$ cat src/rtl/fws_pkg.sv
package fws_pkg;

  typedef enum logic {
    WS_IDLE = 1'b0,
    WS_SEND = 1'b1
  } wr_state_e;

  // number of reference strobes in one bit cell for a given mode
  function automatic int unsigned cell_ticks(input logic fast,
                                             input int unsigned slow_n,
                                             input int unsigned fast_n);
    return fast ? fast_n : slow_n;
  endfunction

  // line level after a cell starts carrying bit_v
  function automatic logic cell_level(input logic prev, input logic bit_v);
    return prev ^ bit_v;
  endfunction

endpackage

$ cat src/rtl/fws_cell_timer.sv
module fws_cell_timer
  import fws_pkg::*;
#(
  parameter int unsigned SLOW_TICKS = 8,
  parameter int unsigned FAST_TICKS = 4
) (
  input  logic clk,
  input  logic rst_n,
  input  logic running,
  input  logic restart,
  input  logic fast_cur,
  input  logic ref_tick,
  output logic cell_end
);

  localparam int unsigned MAX_TICKS = (SLOW_TICKS > FAST_TICKS) ? SLOW_TICKS : FAST_TICKS;
  localparam int unsigned CW        = $clog2(MAX_TICKS + 1);

  logic [CW-1:0] cnt;
  logic [CW-1:0] len_m1;

  assign len_m1   = CW'(cell_ticks(fast_cur, SLOW_TICKS, FAST_TICKS) - 1);
  assign cell_end = running && ref_tick && (cnt == len_m1);

  always_ff @(posedge clk) begin
    if (!rst_n) begin
      cnt <= '0;
    end else if (!running || restart) begin
      cnt <= '0;
    end else if (ref_tick) begin
      cnt <= cell_end ? '0 : cnt + 1'b1;
    end
  end

  // the strobe count never passes the current cell length
  assert_cnt_below_len_R3: assert property (@(posedge clk) disable iff (!rst_n)
    running |-> (cnt <= len_m1));

  // a cell end always restarts the count
  assert_end_clears_count_R3: assert property (@(posedge clk) disable iff (!rst_n)
    cell_end |=> (cnt == '0));

endmodule

$ cat src/rtl/fws_hold_slot.sv
module fws_hold_slot #(
  parameter int unsigned DATA_W = 8
) (
  input  logic              clk,
  input  logic              rst_n,
  input  logic [DATA_W-1:0] din,
  input  logic              din_valid,
  output logic              din_ready,
  input  logic              pull,
  output logic              full,
  output logic [DATA_W-1:0] dout
);

  logic              full_q;
  logic [DATA_W-1:0] data_q;
  logic              accept;

  assign din_ready = !full_q;
  assign accept    = din_valid && !full_q;
  assign full      = full_q;
  assign dout      = data_q;

  always_ff @(posedge clk) begin
    if (!rst_n) begin
      full_q <= 1'b0;
      data_q <= '0;
    end else begin
      if (accept) begin
        full_q <= 1'b1;
        data_q <= din;
      end else if (pull) begin
        full_q <= 1'b0;
      end
    end
  end

  // a load only takes a byte that is present
  assert_pull_needs_data_R6: assert property (@(posedge clk) disable iff (!rst_n)
    pull |-> full_q);

  // an accepted byte is held for the next load
  assert_accept_fills_R6: assert property (@(posedge clk) disable iff (!rst_n)
    (din_valid && din_ready) |=> (full_q && (data_q == $past(din))));

endmodule

$ cat src/rtl/fws_toggle_out.sv
module fws_toggle_out
  import fws_pkg::*;
(
  input  logic clk,
  input  logic rst_n,
  input  logic cell_start,
  input  logic cell_bit,
  output logic wr_data
);

  logic lvl_q;

  always_ff @(posedge clk) begin
    if (!rst_n) begin
      lvl_q <= 1'b0;
    end else if (cell_start) begin
      lvl_q <= cell_level(lvl_q, cell_bit);
    end
  end

  assign wr_data = lvl_q;

  // the line moves only for a one bit at a cell start
  assert_flip_only_for_one_R4: assert property (@(posedge clk) disable iff (!rst_n)
    !(cell_start && cell_bit) |=> $stable(wr_data));

  // every one bit moves the line
  assert_one_flips_R4: assert property (@(posedge clk) disable iff (!rst_n)
    (cell_start && cell_bit) |=> (wr_data != $past(wr_data)));

endmodule

$ cat src/rtl/flop_write_serializer.sv
module flop_write_serializer
  import fws_pkg::*;
#(
  parameter int unsigned DATA_W     = 8,
  parameter int unsigned SLOW_TICKS = 8,
  parameter int unsigned FAST_TICKS = 4
) (
  input  logic              clk,
  input  logic              rst_n,
  input  logic              ref_tick,
  input  logic              wr_en,
  input  logic              fast_sel,
  input  logic [DATA_W-1:0] din,
  input  logic              din_valid,
  output logic              din_ready,
  output logic              underrun,
  output logic              wr_data
);

  localparam int unsigned        BW       = (DATA_W > 1) ? $clog2(DATA_W) : 1;
  localparam logic [BW-1:0]      LAST_POS = BW'(DATA_W - 1);

  wr_state_e         state;
  logic [DATA_W-1:0] shreg;
  logic [BW-1:0]     bit_pos;
  logic              mode_fast;
  logic              underrun_q;

  logic              hold_full;
  logic [DATA_W-1:0] hold_data;
  logic [DATA_W-1:0] next_byte;

  // named events for control and assertions
  logic start_ev;
  logic cell_end;
  logic adv_ev;
  logic stop_ev;
  logic last_cell;
  logic load_ev;
  logic pull;
  logic starve_ev;
  logic cell_start;
  logic cell_bit;

  assign start_ev   = (state == WS_IDLE) && wr_en;
  assign last_cell  = (bit_pos == LAST_POS);
  assign adv_ev     = (state == WS_SEND) && cell_end && wr_en;
  assign stop_ev    = (state == WS_SEND) && cell_end && !wr_en;
  assign load_ev    = start_ev || (adv_ev && last_cell);
  assign pull       = load_ev && hold_full;
  assign starve_ev  = load_ev && !hold_full;
  assign next_byte  = hold_full ? hold_data : '0;
  assign cell_start = load_ev || (adv_ev && !last_cell);
  assign cell_bit   = load_ev ? next_byte[DATA_W-1] : shreg[DATA_W-2];

  fws_hold_slot #(.DATA_W(DATA_W)) u_slot (
    .clk       (clk),
    .rst_n     (rst_n),
    .din       (din),
    .din_valid (din_valid),
    .din_ready (din_ready),
    .pull      (pull),
    .full      (hold_full),
    .dout      (hold_data)
  );

  fws_cell_timer #(.SLOW_TICKS(SLOW_TICKS), .FAST_TICKS(FAST_TICKS)) u_timer (
    .clk      (clk),
    .rst_n    (rst_n),
    .running  (state == WS_SEND),
    .restart  (start_ev),
    .fast_cur (mode_fast),
    .ref_tick (ref_tick),
    .cell_end (cell_end)
  );

  fws_toggle_out u_line (
    .clk        (clk),
    .rst_n      (rst_n),
    .cell_start (cell_start),
    .cell_bit   (cell_bit),
    .wr_data    (wr_data)
  );

  always_ff @(posedge clk) begin
    if (!rst_n) begin
      state     <= WS_IDLE;
      shreg     <= '0;
      bit_pos   <= '0;
      mode_fast <= 1'b0;
    end else begin
      if (load_ev) begin
        state     <= WS_SEND;
        shreg     <= next_byte;
        bit_pos   <= '0;
        mode_fast <= fast_sel;
      end else if (adv_ev) begin
        shreg   <= shreg << 1;
        bit_pos <= bit_pos + 1'b1;
      end else if (stop_ev) begin
        state   <= WS_IDLE;
        shreg   <= '0;
        bit_pos <= '0;
      end
    end
  end

  always_ff @(posedge clk) begin
    if (!rst_n) begin
      underrun_q <= 1'b0;
    end else if (starve_ev) begin
      underrun_q <= 1'b1;
    end else if (start_ev) begin
      underrun_q <= 1'b0;
    end
  end

  assign underrun = underrun_q;

  // the flag stays up until a new start from idle
  assert_underrun_sticky_R7: assert property (@(posedge clk) disable iff (!rst_n)
    (underrun_q && !start_ev) |=> underrun_q);

  // a load with nothing waiting raises the flag
  assert_starve_sets_flag_R7: assert property (@(posedge clk) disable iff (!rst_n)
    starve_ev |=> underrun);

  // a cell end with wr_en low leaves the block idle
  assert_stop_goes_idle_R8: assert property (@(posedge clk) disable iff (!rst_n)
    stop_ev |=> (state == WS_IDLE));

  // the line level is frozen while idle
  assert_idle_level_held_R8: assert property (@(posedge clk) disable iff (!rst_n)
    ((state == WS_IDLE) && !start_ev) |=> $stable(wr_data));

  // the cell mode only moves when a byte is loaded
  assert_mode_fixed_in_byte_R9: assert property (@(posedge clk) disable iff (!rst_n)
    !load_ev |=> $stable(mode_fast));

endmodule

$ cat config.mk
export PLATFORM = sky130hd
export DESIGN_NAME = flop_write_serializer
export DESIGN_NICKNAME = d
export VERILOG_FILES = /design/src/rtl/fws_pkg.sv /design/src/rtl/fws_cell_timer.sv /design/src/rtl/fws_hold_slot.sv /design/src/rtl/fws_toggle_out.sv /design/src/rtl/flop_write_serializer.sv
export SDC_FILE = /design/constraint.sdc
export NUM_CORES = 1
export LEC_CHECK = 0
export CAP_MARGIN = 30
export CELL_PAD_IN_SITES_DETAIL_PLACEMENT = 1
export CELL_PAD_IN_SITES_GLOBAL_PLACEMENT = 2
export CORE_MARGIN = 1.5
export CORE_UTILIZATION = 33
export CTS_CLUSTER_SIZE = 24
export DETAILED_ROUTE_END_ITERATION = 8
export GPL_ROUTABILITY_DRIVEN = 0
export PLACE_DENSITY = 0.75
export SLEW_MARGIN = 20
export SYNTH_ARGS = -nofsm -noshare
export SYNTH_HDL_FRONTEND = slang
export SYNTH_SLANG_ARGS = --single-unit
export TNS_END_PERCENT = 30
$ cat constraint.sdc
create_clock -name clk -period 2 [get_ports clk]
set_input_delay 0.2 -clock clk [delete_from_list [all_inputs] [get_ports clk]]
set_output_delay 0.2 -clock clk [all_outputs]
set_load 0.03 [all_outputs]
==> flow_summary.json <==
{
  "antenna_found_initial": 0,
  "drive_gt1_frac": 0.109,
  "crit_slowest_cell": "dfxtp_1",
  "ys_ff_latch": 27,
  "clkPwrFrac": 0.297,
  "drv_slew": 0,
  "syn_area_mm2": 0.00128,
  "seqPwrFrac": 0.550,
  "dr.pass1.iters": 4,
  "h-tree-depth": 1,
  "layout_setup_ws_ps": 213,
  "startpoint_type": "flip-flop",
  "drc_errors": 0,
  "cap_viol_max_count": 0,
  "post-cts-setup-buffers": 0,
  "grt_pass1_wl_um": 5400,
  "die_h_um": 65.3,
  "synthToLayoutAreaGrowth_pct": 21.6,
  "finalCritPeriodShare": 0.893,
  "power_uw": 1060,
  "power.leakage_uw": 0.000575,
  "combPwrFrac": 0.153,
  "via_per_inst": 5.41,
  "crit_path_frequent_cell": "ha_1",
  "crit_chain": "ha_1 > ha_1 > and3_1 > a31o_2 > a221oi_1 > a211oi_1",
  "drtIter0Drc": 54,
  "finalCriticalPeriod_ps": 1790,
  "cp_top_family": "compound AO/OA/AOI/OAI gates",
  "cts_resized": 0,
  "clk_path_buf_depth": 2,
  "cts_root_buf": "clkbuf_8",
  "worst_slew_pin_slew_ps": 426,
  "die_area_mm2": 0.00426,
  "grt_overflow": 0,
  "slew_headroom": 0.715,
  "grtUsageTotal": 0.165,
  "dp_slack_ps": 77.3,
  "final_util": 0.422,
  "use_met1": 0.196,
  "ir_worst_vdd_uv": 236,
  "cts_tree": "built",
  "status": "finished, final reports clean",
  "critPathMaxStageDelay_ps": 330,
  "fillCellCount": 438,
  "ios": 17,
  "syn-num-nets": 153,
  "power_density_mw_per_mm2": 679,
  "crit_fanout": 8,
  "clock_skew_ps": 11.9,
  "yosys_warnings": 0,
  "switching_share": 0.260,
  "synth_cells": 136,
  "fin_nets": 174,
  "placeableCoreArea_mm2": 0.00369,
  "wirelength_um": 3140,
  "diodes": 0,
  "finalHoldViolCount": 0,
  "syn_avg_cell_area_um2": 9.40,
  "setup_violations": 0,
  "clk_pin_slew_ps": 100,
  "p_switching_uw": 275,
  "ys_seq_area_frac": 0.423,
  "cp.arrival_ps": 1930,
  "numCtsBuffers": 3,
  "first_global_vias": 1168,
  "dp_hpwl_um": 2290,
  "rsz0062_at_grt": "no",
  "drtAntennaViolNets": 0,
  "die-width_um": 65.3,
  "worstHoldPathType": "reg -> reg",
  "wl_per_cell_um": 15.4,
  "critical_path_class": "reg -> reg",
  "use_met3": 0.0274,
  "insertion_delay_ps": 280,
  "vias": 1104,
  "timing.fmax_ghz": 0.560,
  "cts.hold.buffers_added": 0,
  "portBuffers": 16,
  "grtUsageMet2": 0.298,
  "intPower_uw": 781,
  "grt.busiest_layer": "met2",
  "clock-sinks": 27,
  "rows": 22,
  "grt_max_degree": 19,
  "endpoint_kind": "flip-flop",
  "start_util": 0.347,
  "netlist-cell-type-count": 38,
  "tns_ps": 0,
  "crit_buf_inv": 0,
  "required_ps": 2140
}
-- per-stage QoR --
stage	hold WS [ps]	instance area [um2]	std cells
after floorplan	336	1280	136
after global placement	451	1510	200
after detailed placement	458	1510	200
after CTS	472	1560	204
after global routing	493	1560	204
final	471	1560	204
-- worst register-to-register path: cells and delay by family, from the launching register on --
family                     cells  cell delay (ps)
DFF                            1              330
AOI/OAI and AO/OA              3              740
and+or+nand+nor                1              180
adders and majority gates      2              410
-- synth_stat cells (all sizes together) --
cell / instances / area (um2)
a31oi: 2 / 18.8
nor2b: 2 / 12.5
nand4: 5 / 31.3
xor2: 3 / 33.8
o32ai: 1 / 8.76
and2: 1 / 6.26
and4: 1 / 8.76
buf: 6 / 38.8
ha: 3 / 37.5
and3: 1 / 6.26
o21ai: 2 / 10.0
inv: 9 / 33.8
o22ai: 1 / 6.26
a21oi: 5 / 25.0
o311ai: 4 / 35.0
clkinv: 1 / 3.75
nand2b: 2 / 12.5
a31o: 2 / 17.5
nor3: 2 / 10.0
and3b: 3 / 30.0
a221oi: 6 / 52.6
or3: 1 / 6.26
nor2: 12 / 45.0
nand2: 8 / 30.0
clkbuf: 1 / 3.75
dfxtp: 27 / 541
mux2i: 10 / 100
nand3: 5 / 37.5
a211oi: 6 / 45.0
or3b: 1 / 8.76
a22oi: 1 / 7.51
nand3b: 2 / 15.0
-- final cells by class --
class | count | area, um2 | share of cell area
Multi-Input combinational cell | 92 | 658 | 0.423
Clock inverter | 1 | 5.00 | 0.00322
Timing Repair Buffer | 23 | 213 | 0.137
Clock buffer | 3 | 41.3 | 0.0265
Inverter | 10 | 37.5 | 0.0241
Tap cell | 48 | 60.1 | 0.0386
Sequential cell | 27 | 541 | 0.348
-- power groups by stage --
stage | sequential, uW | combinational [uW] | clock, uW
global placement | 593 | 157 | 0
detailed placement | 594 | 163 | 0
finish | 581 | 161 | 314
floorplan | 595 | 91.7 | 0
global route | 585 | 181 | 345
CTS | 582 | 164 | 327
-- metal layers --
layer	wire, um	part of all wire
met1	1350	0.43
met2	1640	0.52
met3	106	0.034
met4	43	0.014
met5	0	0
-- kinds of logic (layout without fill, tap and decap cells) --
kind of cell | count (synthesis) | after routing | synth area share
mux | 10 | 10 | 0.0783
flops | 27 | 27 | 0.423
simple gates | 46 | 46 | 0.204
xor+xnor | 3 | 3 | 0.0264
fa+ha+maj | 3 | 3 | 0.0294
compound gates | 30 | 30 | 0.177
buf+inv | 17 | 37 | 0.0626
-- flip-flops by register name, indices dropped and copies added (netlist names) --
register / count
u_slot.full: 1
bit_pos: 3
state: 1
u_timer.cnt: 4
u_line.wr_data: 1
underrun: 1
shreg: 7
mode_fast: 1
u_slot.dout: 8
-- final timing paths --
path / startpoint / end / slack, ps / depth (start not counted)
min: shreg[6] / shreg[6] / 470 / 2
max: bit_pos[0] / shreg[4] / 210 / 6
max reg2reg: bit_pos[0] / shreg[4] / 210 / 6
min reg2reg: shreg[6] / shreg[6] / 470 / 2
-- placed cells by master (no fill, tap or decap), drive strengths merged, types with 3 or more instances in the layout --
cell,synthesis,final
dfxtp,27,27
nand3,5,5
ha,3,3
nor2,12,12
mux2i,10,10
a221oi,6,6
buf,6,7
and3b,3,3
nand4,5,5
nand2,8,8
xor2,3,3
o311ai,4,4
inv,9,9
a21oi,5,5
clkdlybuf4s50,0,16
a211oi,6,6
clkbuf,1,3
Note: power is estimated with default switching activity, not from simulation.
